--- src/rtl/ot_alert_pkg.sv ---
// Package: shared constants and helpers for the overtemperature alert block.
// Assumes configuration bit positions are fixed by the register layout.
package ot_alert_pkg;
    localparam int REG_W      = 16;
    localparam int TEMP_LSB   = 4;
    localparam int QCNT_W     = 3;
    localparam int CFG_W      = 8;

    localparam int CFG_INTR    = 1;
    localparam int CFG_POL     = 2;
    localparam int CFG_QLO     = 3;
    localparam int CFG_QHI     = 4;
    localparam int CFG_ONESHOT = 5;
    localparam int CFG_SMBA    = 7;

    localparam int SIDE_HI = 0;
    localparam int SIDE_LO = 1;
    localparam int N_SIDES = 2;

    // Decode the two-bit queue selector into a consecutive-result count.
    function automatic logic [QCNT_W-1:0] depth_of(input logic [1:0] sel);
        case (sel)
            2'b00:   depth_of = QCNT_W'(1);
            2'b01:   depth_of = QCNT_W'(2);
            2'b10:   depth_of = QCNT_W'(4);
            default: depth_of = QCNT_W'(6);
        endcase
    endfunction
endpackage

--- src/rtl/ot_limit_cmp.sv ---
// Module: signed comparison of a result word against both limits.
// Assumes the temperature field occupies bits REG_W-1:TEMP_LSB of all words.
module ot_limit_cmp #(
    parameter int REG_W    = 16,
    parameter int TEMP_LSB = 4
) (
    input  logic [REG_W-1:0] temp,
    input  logic [REG_W-1:0] hi,
    input  logic [REG_W-1:0] hys,
    output logic             above,
    output logic             below
);
    localparam int TW = REG_W - TEMP_LSB;

    logic signed [TW-1:0] t_s, hi_s, hys_s;

    // Extract the signed temperature fields and compare strictly.
    always_comb begin
        t_s   = $signed(temp[REG_W-1:TEMP_LSB]);
        hi_s  = $signed(hi[REG_W-1:TEMP_LSB]);
        hys_s = $signed(hys[REG_W-1:TEMP_LSB]);
        above = t_s > hi_s;
        below = t_s < hys_s;
    end
endmodule

--- src/rtl/ot_fault_queue.sv ---
// Module: counts consecutive out-of-limit results for one side and reports
// when the programmed count is reached. Assumes depth is at least 1.
module ot_fault_queue #(
    parameter int CNT_W = 3
) (
    input  logic             clk,
    input  logic             rst_n,
    input  logic             sample,
    input  logic             fault,
    input  logic [CNT_W-1:0] depth,
    output logic             trip
);
    localparam logic [CNT_W-1:0] CNT_MAX = '1;

    logic [CNT_W-1:0] cnt, cnt_inc;

    // Saturating next count and qualification of the current result.
    always_comb begin
        cnt_inc = (cnt == CNT_MAX) ? cnt : cnt + 1'b1;
        trip    = sample && fault && (cnt_inc >= depth);
    end

    // Advance on a faulty result, restart on a clean one.
    always_ff @(posedge clk) begin
        if (!rst_n)      cnt <= '0;
        else if (sample) cnt <= fault ? cnt_inc : '0;
    end
endmodule

--- src/rtl/ot_alert_state.sv ---
// Module: alert state machine covering comparator and interrupt behaviour,
// all clear sources and the limit flag. Assumes trips are single-cycle.
module ot_alert_state (
    input  logic clk,
    input  logic rst_n,
    input  logic res_valid,
    input  logic below_raw,
    input  logic hot_trip,
    input  logic cold_trip,
    input  logic intr_mode,
    input  logic smba_en,
    input  logic oneshot_mode,
    input  logic reg_rd,
    input  logic shutdown,
    input  logic oneshot_wr,
    input  logic ara_ack,
    output logic active,
    output logic limit_flag
);
    logic armed_hi, last_below;
    logic set_hi, set_lo, cmp_clr, os_clr, int_clr;

    // Classify this cycle's events and clear requests.
    always_comb begin
        set_hi  = hot_trip && (!intr_mode || armed_hi);
        set_lo  = intr_mode && cold_trip && !armed_hi;
        cmp_clr = !intr_mode && cold_trip && !hot_trip;
        os_clr  = !intr_mode && oneshot_mode && oneshot_wr && last_below;
        int_clr = intr_mode && (reg_rd || shutdown || (smba_en && ara_ack));
    end

    // Alert level: events win over clears on the same edge.
    always_ff @(posedge clk) begin
        if (!rst_n)                          active <= 1'b0;
        else if (set_hi || set_lo)           active <= 1'b1;
        else if (cmp_clr || os_clr || int_clr) active <= 1'b0;
    end

    // Interrupt arming: alternate between waiting for high and low crossings.
    always_ff @(posedge clk) begin
        if (!rst_n)                   armed_hi <= 1'b1;
        else if (intr_mode && set_hi) armed_hi <= 1'b0;
        else if (set_lo)              armed_hi <= 1'b1;
    end

    // Flag records which side produced the most recent event.
    always_ff @(posedge clk) begin
        if (!rst_n)                limit_flag <= 1'b0;
        else if (set_hi)           limit_flag <= 1'b1;
        else if (set_lo || cmp_clr) limit_flag <= 1'b0;
    end

    // Remember whether the latest result sat below the release limit.
    always_ff @(posedge clk) begin
        if (!rst_n)         last_below <= 1'b0;
        else if (res_valid) last_below <= below_raw;
    end
endmodule

--- src/rtl/ot_alert_ctrl.sv ---
// Module: top of the overtemperature alert block. Compares each result with
// both limits, qualifies crossings through per-side queues, runs the alert
// state and applies output sense. Assumes strobes are single-cycle pulses.
module ot_alert_ctrl
    import ot_alert_pkg::*;
#(
    parameter int P_REG_W    = REG_W,
    parameter int P_TEMP_LSB = TEMP_LSB,
    parameter int P_QCNT_W   = QCNT_W,
    parameter int P_CFG_W    = CFG_W
) (
    input  logic               clk,
    input  logic               rst_n,
    input  logic               res_valid,
    input  logic [P_REG_W-1:0] res_value,
    input  logic [P_CFG_W-1:0] cfg,
    input  logic [P_REG_W-1:0] lim_hi,
    input  logic [P_REG_W-1:0] lim_hys,
    input  logic               reg_rd,
    input  logic               shutdown,
    input  logic               oneshot_wr,
    input  logic               ara_ack,
    output logic               alert_out,
    output logic               limit_flag
);
    logic                above, below;
    logic [N_SIDES-1:0]  side_fault, side_trip;
    logic [P_QCNT_W-1:0] depth;
    logic                active;

    ot_limit_cmp #(.REG_W(P_REG_W), .TEMP_LSB(P_TEMP_LSB)) cmp_i (
        .temp  (res_value),
        .hi    (lim_hi),
        .hys   (lim_hys),
        .above (above),
        .below (below)
    );

    // Map each side to its raw fault and decode the queue depth.
    always_comb begin
        side_fault[SIDE_HI] = above;
        side_fault[SIDE_LO] = below;
        depth = P_QCNT_W'(depth_of(cfg[CFG_QHI:CFG_QLO]));
    end

    for (genvar s = 0; s < N_SIDES; s++) begin : g_side
        ot_fault_queue #(.CNT_W(P_QCNT_W)) q_i (
            .clk    (clk),
            .rst_n  (rst_n),
            .sample (res_valid),
            .fault  (side_fault[s]),
            .depth  (depth),
            .trip   (side_trip[s])
        );
    end

    ot_alert_state st_i (
        .clk          (clk),
        .rst_n        (rst_n),
        .res_valid    (res_valid),
        .below_raw    (below),
        .hot_trip     (side_trip[SIDE_HI]),
        .cold_trip    (side_trip[SIDE_LO]),
        .intr_mode    (cfg[CFG_INTR]),
        .smba_en      (cfg[CFG_SMBA]),
        .oneshot_mode (cfg[CFG_ONESHOT]),
        .reg_rd       (reg_rd),
        .shutdown     (shutdown),
        .oneshot_wr   (oneshot_wr),
        .ara_ack      (ara_ack),
        .active       (active),
        .limit_flag   (limit_flag)
    );

    // Apply the selected output sense.
    always_comb alert_out = cfg[CFG_POL] ? active : !active;
endmodule

--- config.mk ---
export PLATFORM = sky130hd
export DESIGN_NAME = ot_alert_ctrl
export DESIGN_NICKNAME = d
export VERILOG_FILES = /design/src/rtl/ot_alert_pkg.sv /design/src/rtl/ot_limit_cmp.sv /design/src/rtl/ot_fault_queue.sv /design/src/rtl/ot_alert_state.sv /design/src/rtl/ot_alert_ctrl.sv
export SDC_FILE = /design/constraint.sdc
export NUM_CORES = 1
export LEC_CHECK = 0
export ABC_AREA = 1
export BUFFER_PORTS_ARGS = -buffer_cell sky130_fd_sc_hd__clkbuf_2
export CORE_MARGIN = 2
export CORE_UTILIZATION = 43
export DETAILED_ROUTE_END_ITERATION = 6
export GPL_TIMING_DRIVEN = 0
export HOLD_SLACK_MARGIN = 0.08
export PLACE_DENSITY = 0.77
export REMOVE_ABC_BUFFERS = 1
export SKIP_CTS_REPAIR_TIMING = 1
export SYNTH_ARGS = -nofsm -noshare
export SYNTH_HDL_FRONTEND = slang
export SYNTH_HIERARCHICAL = 1
export SYNTH_SLANG_ARGS = --single-unit
--- constraint.sdc ---
create_clock -name clk -period 1.88 [get_ports clk]
set_input_delay 0 -clock clk [delete_from_list [all_inputs] [get_ports clk]]
set_output_delay 0 -clock clk [all_outputs]
set_load 0.1 [all_outputs]
; ---- Yosys cells after proc, flatten, opt, wreduce, memory -nomap -nowiden
; Cells that the tools add are included.
[totals]
ff_bits = 10
inputBits = 63
output_inout_bits = 2
[classes]
add_sub_neg = 2
n_lt_le_gt_ge = 4
eq_ne = 4
n_mux = 12
reduce_logical = 30
[op_table]
columns = op, n
row1 = 1-bit logical AND, 15
row2 = 12-bit > comparator, 1
row3 = 12-bit less-than comparator, 1
row4 = 3-bit 2-to-1 mux, 4
row5 = 3-bit one-hot mux with 3 select lines, 1
row6 = 1-bit logical OR, 7
row7 = 1-bit 2-to-1 mux, 7
row8 = 3-bit by 1-bit adder with 3-bit output (second input constant), 2
row9 = 3-bit == test (second input constant), 2
row10 = 3-bit greater-or-equal comparator, 2
row11 = 2-bit nonzero test, 3
row12 = 1-bit zero test, 4
row13 = 2-bit by 1-bit == test with 1-bit output (second input constant), 1
row14 = 2-bit == test (second input constant), 1
row15 = 2-bit zero test, 1

; ---- Logic depth before layout (Yosys ltp)
[depth]
depth_word = 10
ltp_mapped = 19

; ---- Hierarchy
; The synthesis kept the hierarchy.
[modules_own_cells]
columns = module, instances, cells_per_inst, area_per_inst_um2, seq_area_each_um2
row1 = ot_limit_cmp, 1, 117, 669.4, 0.0
row2 = ot_fault_queue, 2, 40, 259.0, 60.1
row3 = ot_alert_state, 1, 28, 192.7, 80.1
row4 = ot_alert_ctrl, 1, 8, 30.0, 0.0

; ---- Worst setup path after synthesis
; OpenSTA, ideal clock, no wires.
[synth_timing]
path_type = register to register
startpoint = register g_side[1].q_i.cnt[0]
endpoint = register st_i.active
setup_ps = 66
arrival_ps = 1713
setup_slack_ps = 101
path_stages_with_launch = 11
period_less_slack_ps = 1779
path_cell_list = dfxtp_1 -> ha_1 -> or2_1 -> ha_1 -> a21oi_1 -> nand3_1 -> nand2_1 -> inv_1 -> a21boi_0 -> nand3_1 -> a21oi_2
[synth_via]
elab_chain_len = 9
word_cells_on_any_way = 14
cone_classes = 1 x add/sub / 1 x order compare / 1 x eq/ne / 2 x mux / 9 x reduce/logical
[synth_lines]
columns = element, line_no
row1 = start: declaration, ot_fault_queue.sv:15  ; logic [CNT_W-1:0] cnt, cnt_inc;
row2 = start signal: assignment, ot_fault_queue.sv:26  ; else if (sample) cnt <= fault ? cnt_inc : '0;
row3 = 3-bit by 1-bit adder with 3-bit output or 3-bit == test (tied branches), ot_fault_queue.sv:19  ; cnt_inc = (cnt == CNT_MAX) ? cnt : cnt + 1'b1;
row4 = 3-bit 2-to-1 mux (*), ot_fault_queue.sv:19
row5 = 3-bit greater-or-equal comparator (*), ot_fault_queue.sv:20  ; trip = sample && fault && (cnt_inc >= depth);
row6 = 1-bit logical AND (*), ot_fault_queue.sv:20
row7 = net side_trip[1], ot_alert_ctrl.sv:27  ; logic [N_SIDES-1:0] side_fault, side_trip;
row8 = 1-bit logical AND (2 in a row), ot_alert_state.sv:27  ; cmp_clr = !intr_mode && cold_trip && !hot_trip;
row9 = 1-bit logical OR (2 in a row), ot_alert_state.sv:36  ; else if (cmp_clr || os_clr || int_clr) active <= 1'b0;
row10 = 2-bit nonzero test (no line), -
row11 = end signal: assignment, ot_alert_state.sv:34  ; if (!rst_n) active <= 1'b0;
row12 = end signal: assignment, ot_alert_state.sv:35  ; else if (set_hi || set_lo) active <= 1'b1;
row13 = end signal: assignment, ot_alert_state.sv:36
row14 = end: declaration, ot_alert_state.sv:17  ; output logic active,
; Mark *: on every way through the listed nets, which the timed path passes. The rest lies on a longest branch.
; A chain may end at the register's enable or synchronous reset.

; ---- Final worst setup path
; Ends and elaborated chain as after synthesis.

==> metrics.txt <==
outcome complete, no violations; worst vdd ir 0.223 mV; Power Dens Cells 420 nW/µm²; vias in the first global route 1,406; CP Capture Type flip-flop; total core area 3080 µm²; synthesized area per cell 6.05 µm²; Root Driver clkbuf_4; number of cells on the worst reg-to-reg path 13; crit path max fanout 3; routability cong. 0.787; DRC viols 0; Max Root-Sink Buffers 2; GRT overflow 0; vias post-DR 1,504; share of cells above drive strength 1 0.292; worst slew pin tran 0.540 ns; Cell Rows 20; Distinct cells, synth 19; CP startpoint g_side[1].q_i/cnt[0]; period utilization 0.951; Num Clock Sinks 10; Clk pin slew, worst setup/hold paths 0.07 ns; die width 61.3 µm; largest net degree at the start of global routing 7; First-pass DRT Iterations 4; initial antenna violation count 0; GR Util All Layers 0.174; die footprint 3750 µm²; io pins 65; critical path class reg -> reg; WL final 3100 µm; Worst EP required 2.08 ns; commonest non-fill, non-tap cell in the layout nand2_1; Final Hold Fails 0; Num CTS Buffers 3; first-pass GRT wire length 5020 µm; Worst Skew 0.00626 ns; Yosys reg bits 10; worst path arrival time 1.99 ns; H-Tree Level Count 1; TritonCTS clock tree done; Nets 386; # setup viols final 0; hold wc startpoint cfg[5]; die height 61.3 µm; drt wl/cell 9.26 µm; Post-DP HPWL 2560 µm; Synth area leader ha_1; most area-consuming cells after synthesis ha_1, nand2_1, inv_1; Critical R2R Launch g_side[1].q_i/cnt[0]; number of fill cells 312; fin. max-slew vios 0; Max Freq 559 MHz; Mapped Cells 233; area grow syn2layout 34.3%; hold crit path type in -> reg; worst-skew pair later-pin latency 0.27 ns; initial core utilization 0.458; Period minus WS final 1.79 ns; leak pwr 1.17 nW; Syn. warnings 6; post-synthesis sequential area ratio 0.142; antenna-violating nets left 0; worst hold path depth 4; final core occ 0.615; number of diodes 0; max cap viols 0; max_slew headroom 0.642; Design Power 0.795 mW; mapped cell area 1410 µm²; number of port buffers 50; post-synth top area share 0.275; drt via density 4.49; 1st-iter DRT viols 55; commonest non-fill, non-tap cells in the layout nand2_1, inv_1, clkbuf_2; Critical Path Source Type flip-flop
==> state kept, by name (all words and copies together), names as in the netlist <==
| register | cells |
|---|---|
| st_i/active | 1 |
| st_i/last_below | 1 |
| st_i/armed_hi | 1 |
| st_i/limit_flag | 1 |
| g_side.q_i/cnt | 6 |
==> worst max-delay path, cell delays in order (launching register included) <==
cell and delay (ns):
dfxtp_2 0.35, ha_2 0.27, inv_1 0.05, nand2_1 0.06
and2_4 0.17, ha_4 0.26, nand3b_1 0.07, nand3_1 0.08
nand2_1 0.07, inv_2 0.08, nand2_2 0.07, nand2_1 0.06
inv_1 0.04, a21oi_2 0.11
==> per-stage QoR <==
stage	std cells	setup TNS [ns]	hold slack [ns]	instance area (µm²)	worst slack, ns
finish	335	0	0.0919	1890	0.0924
global route	335	-0.0257	0.0966	1890	-0.0176
floorplan	231	0	0.0935	1400	0.101
CTS	329	-0.128	0.00215	1740	-0.110
global placement	325	-0.0488	0.280	1710	-0.0488
detailed placement	325	-0.0789	0.286	1710	-0.0783
==> cell usage after synthesis <==
master,count
a21boi_0,1
a21o_2,1
a21oi_1,15
a21oi_2,3
and2_1,2
clkbuf_1,2
clkinv_1,1
dfxtp_1,10
ha_1,31
inv_1,60
inv_2,1
nand2_1,65
nand3_1,20
nand3b_1,2
nand4_1,3
nor2_1,9
nor2_2,2
o21ai_0,3
or2_1,2
==> power breakdown <==
part | total [mW] | switching, mW | internal [mW]
Clock | 0.192 | 0.0742 | 0.118
Combinational | 0.368 | 0.205 | 0.163
Sequential | 0.236 | 0.00995 | 0.226
==> path summary, 6_finish.rpt <==
kind                           to  slack, ns
max                   st_i/active       0.09
max reg2reg           st_i/active       0.09
min                   st_i/active       0.09
min reg2reg  g_side[1].q_i/cnt[1]       0.48
==> metal layers <==
| metal | GRT usage | share of wire |
|---|---|---|
| met1 | 0.178 | 0.42 |
| met2 | 0.339 | 0.52 |
| met3 | 0.0504 | 0.046 |
| met4 | 0.0466 | 0.0093 |
| met5 | 0 | 0 |
==> final cells by class <==
type | instances | area, µm² | area share
clock buffers | 4 | 36.3 | 0.0192
inverters | 62 | 233 | 0.123
multi-input cells | 159 | 1060 | 0.559
flip-flops and latches | 10 | 205 | 0.108
well taps | 44 | 55.1 | 0.0291
repair buffers | 56 | 305 | 0.161
==> cells by family (layout without fill, tap and decap cells) <==
logic type	count (synthesis)	count (layout)	synth area share
AOI/OAI and AO/OA	23	23	0.0941
adders and majority gates	31	31	0.275
buffers and inverters	64	122	0.170
and+or+nand+nor	105	105	0.319
DFF	10	10	0.142
No activity file was read; power rests on OpenSTA's default activity.
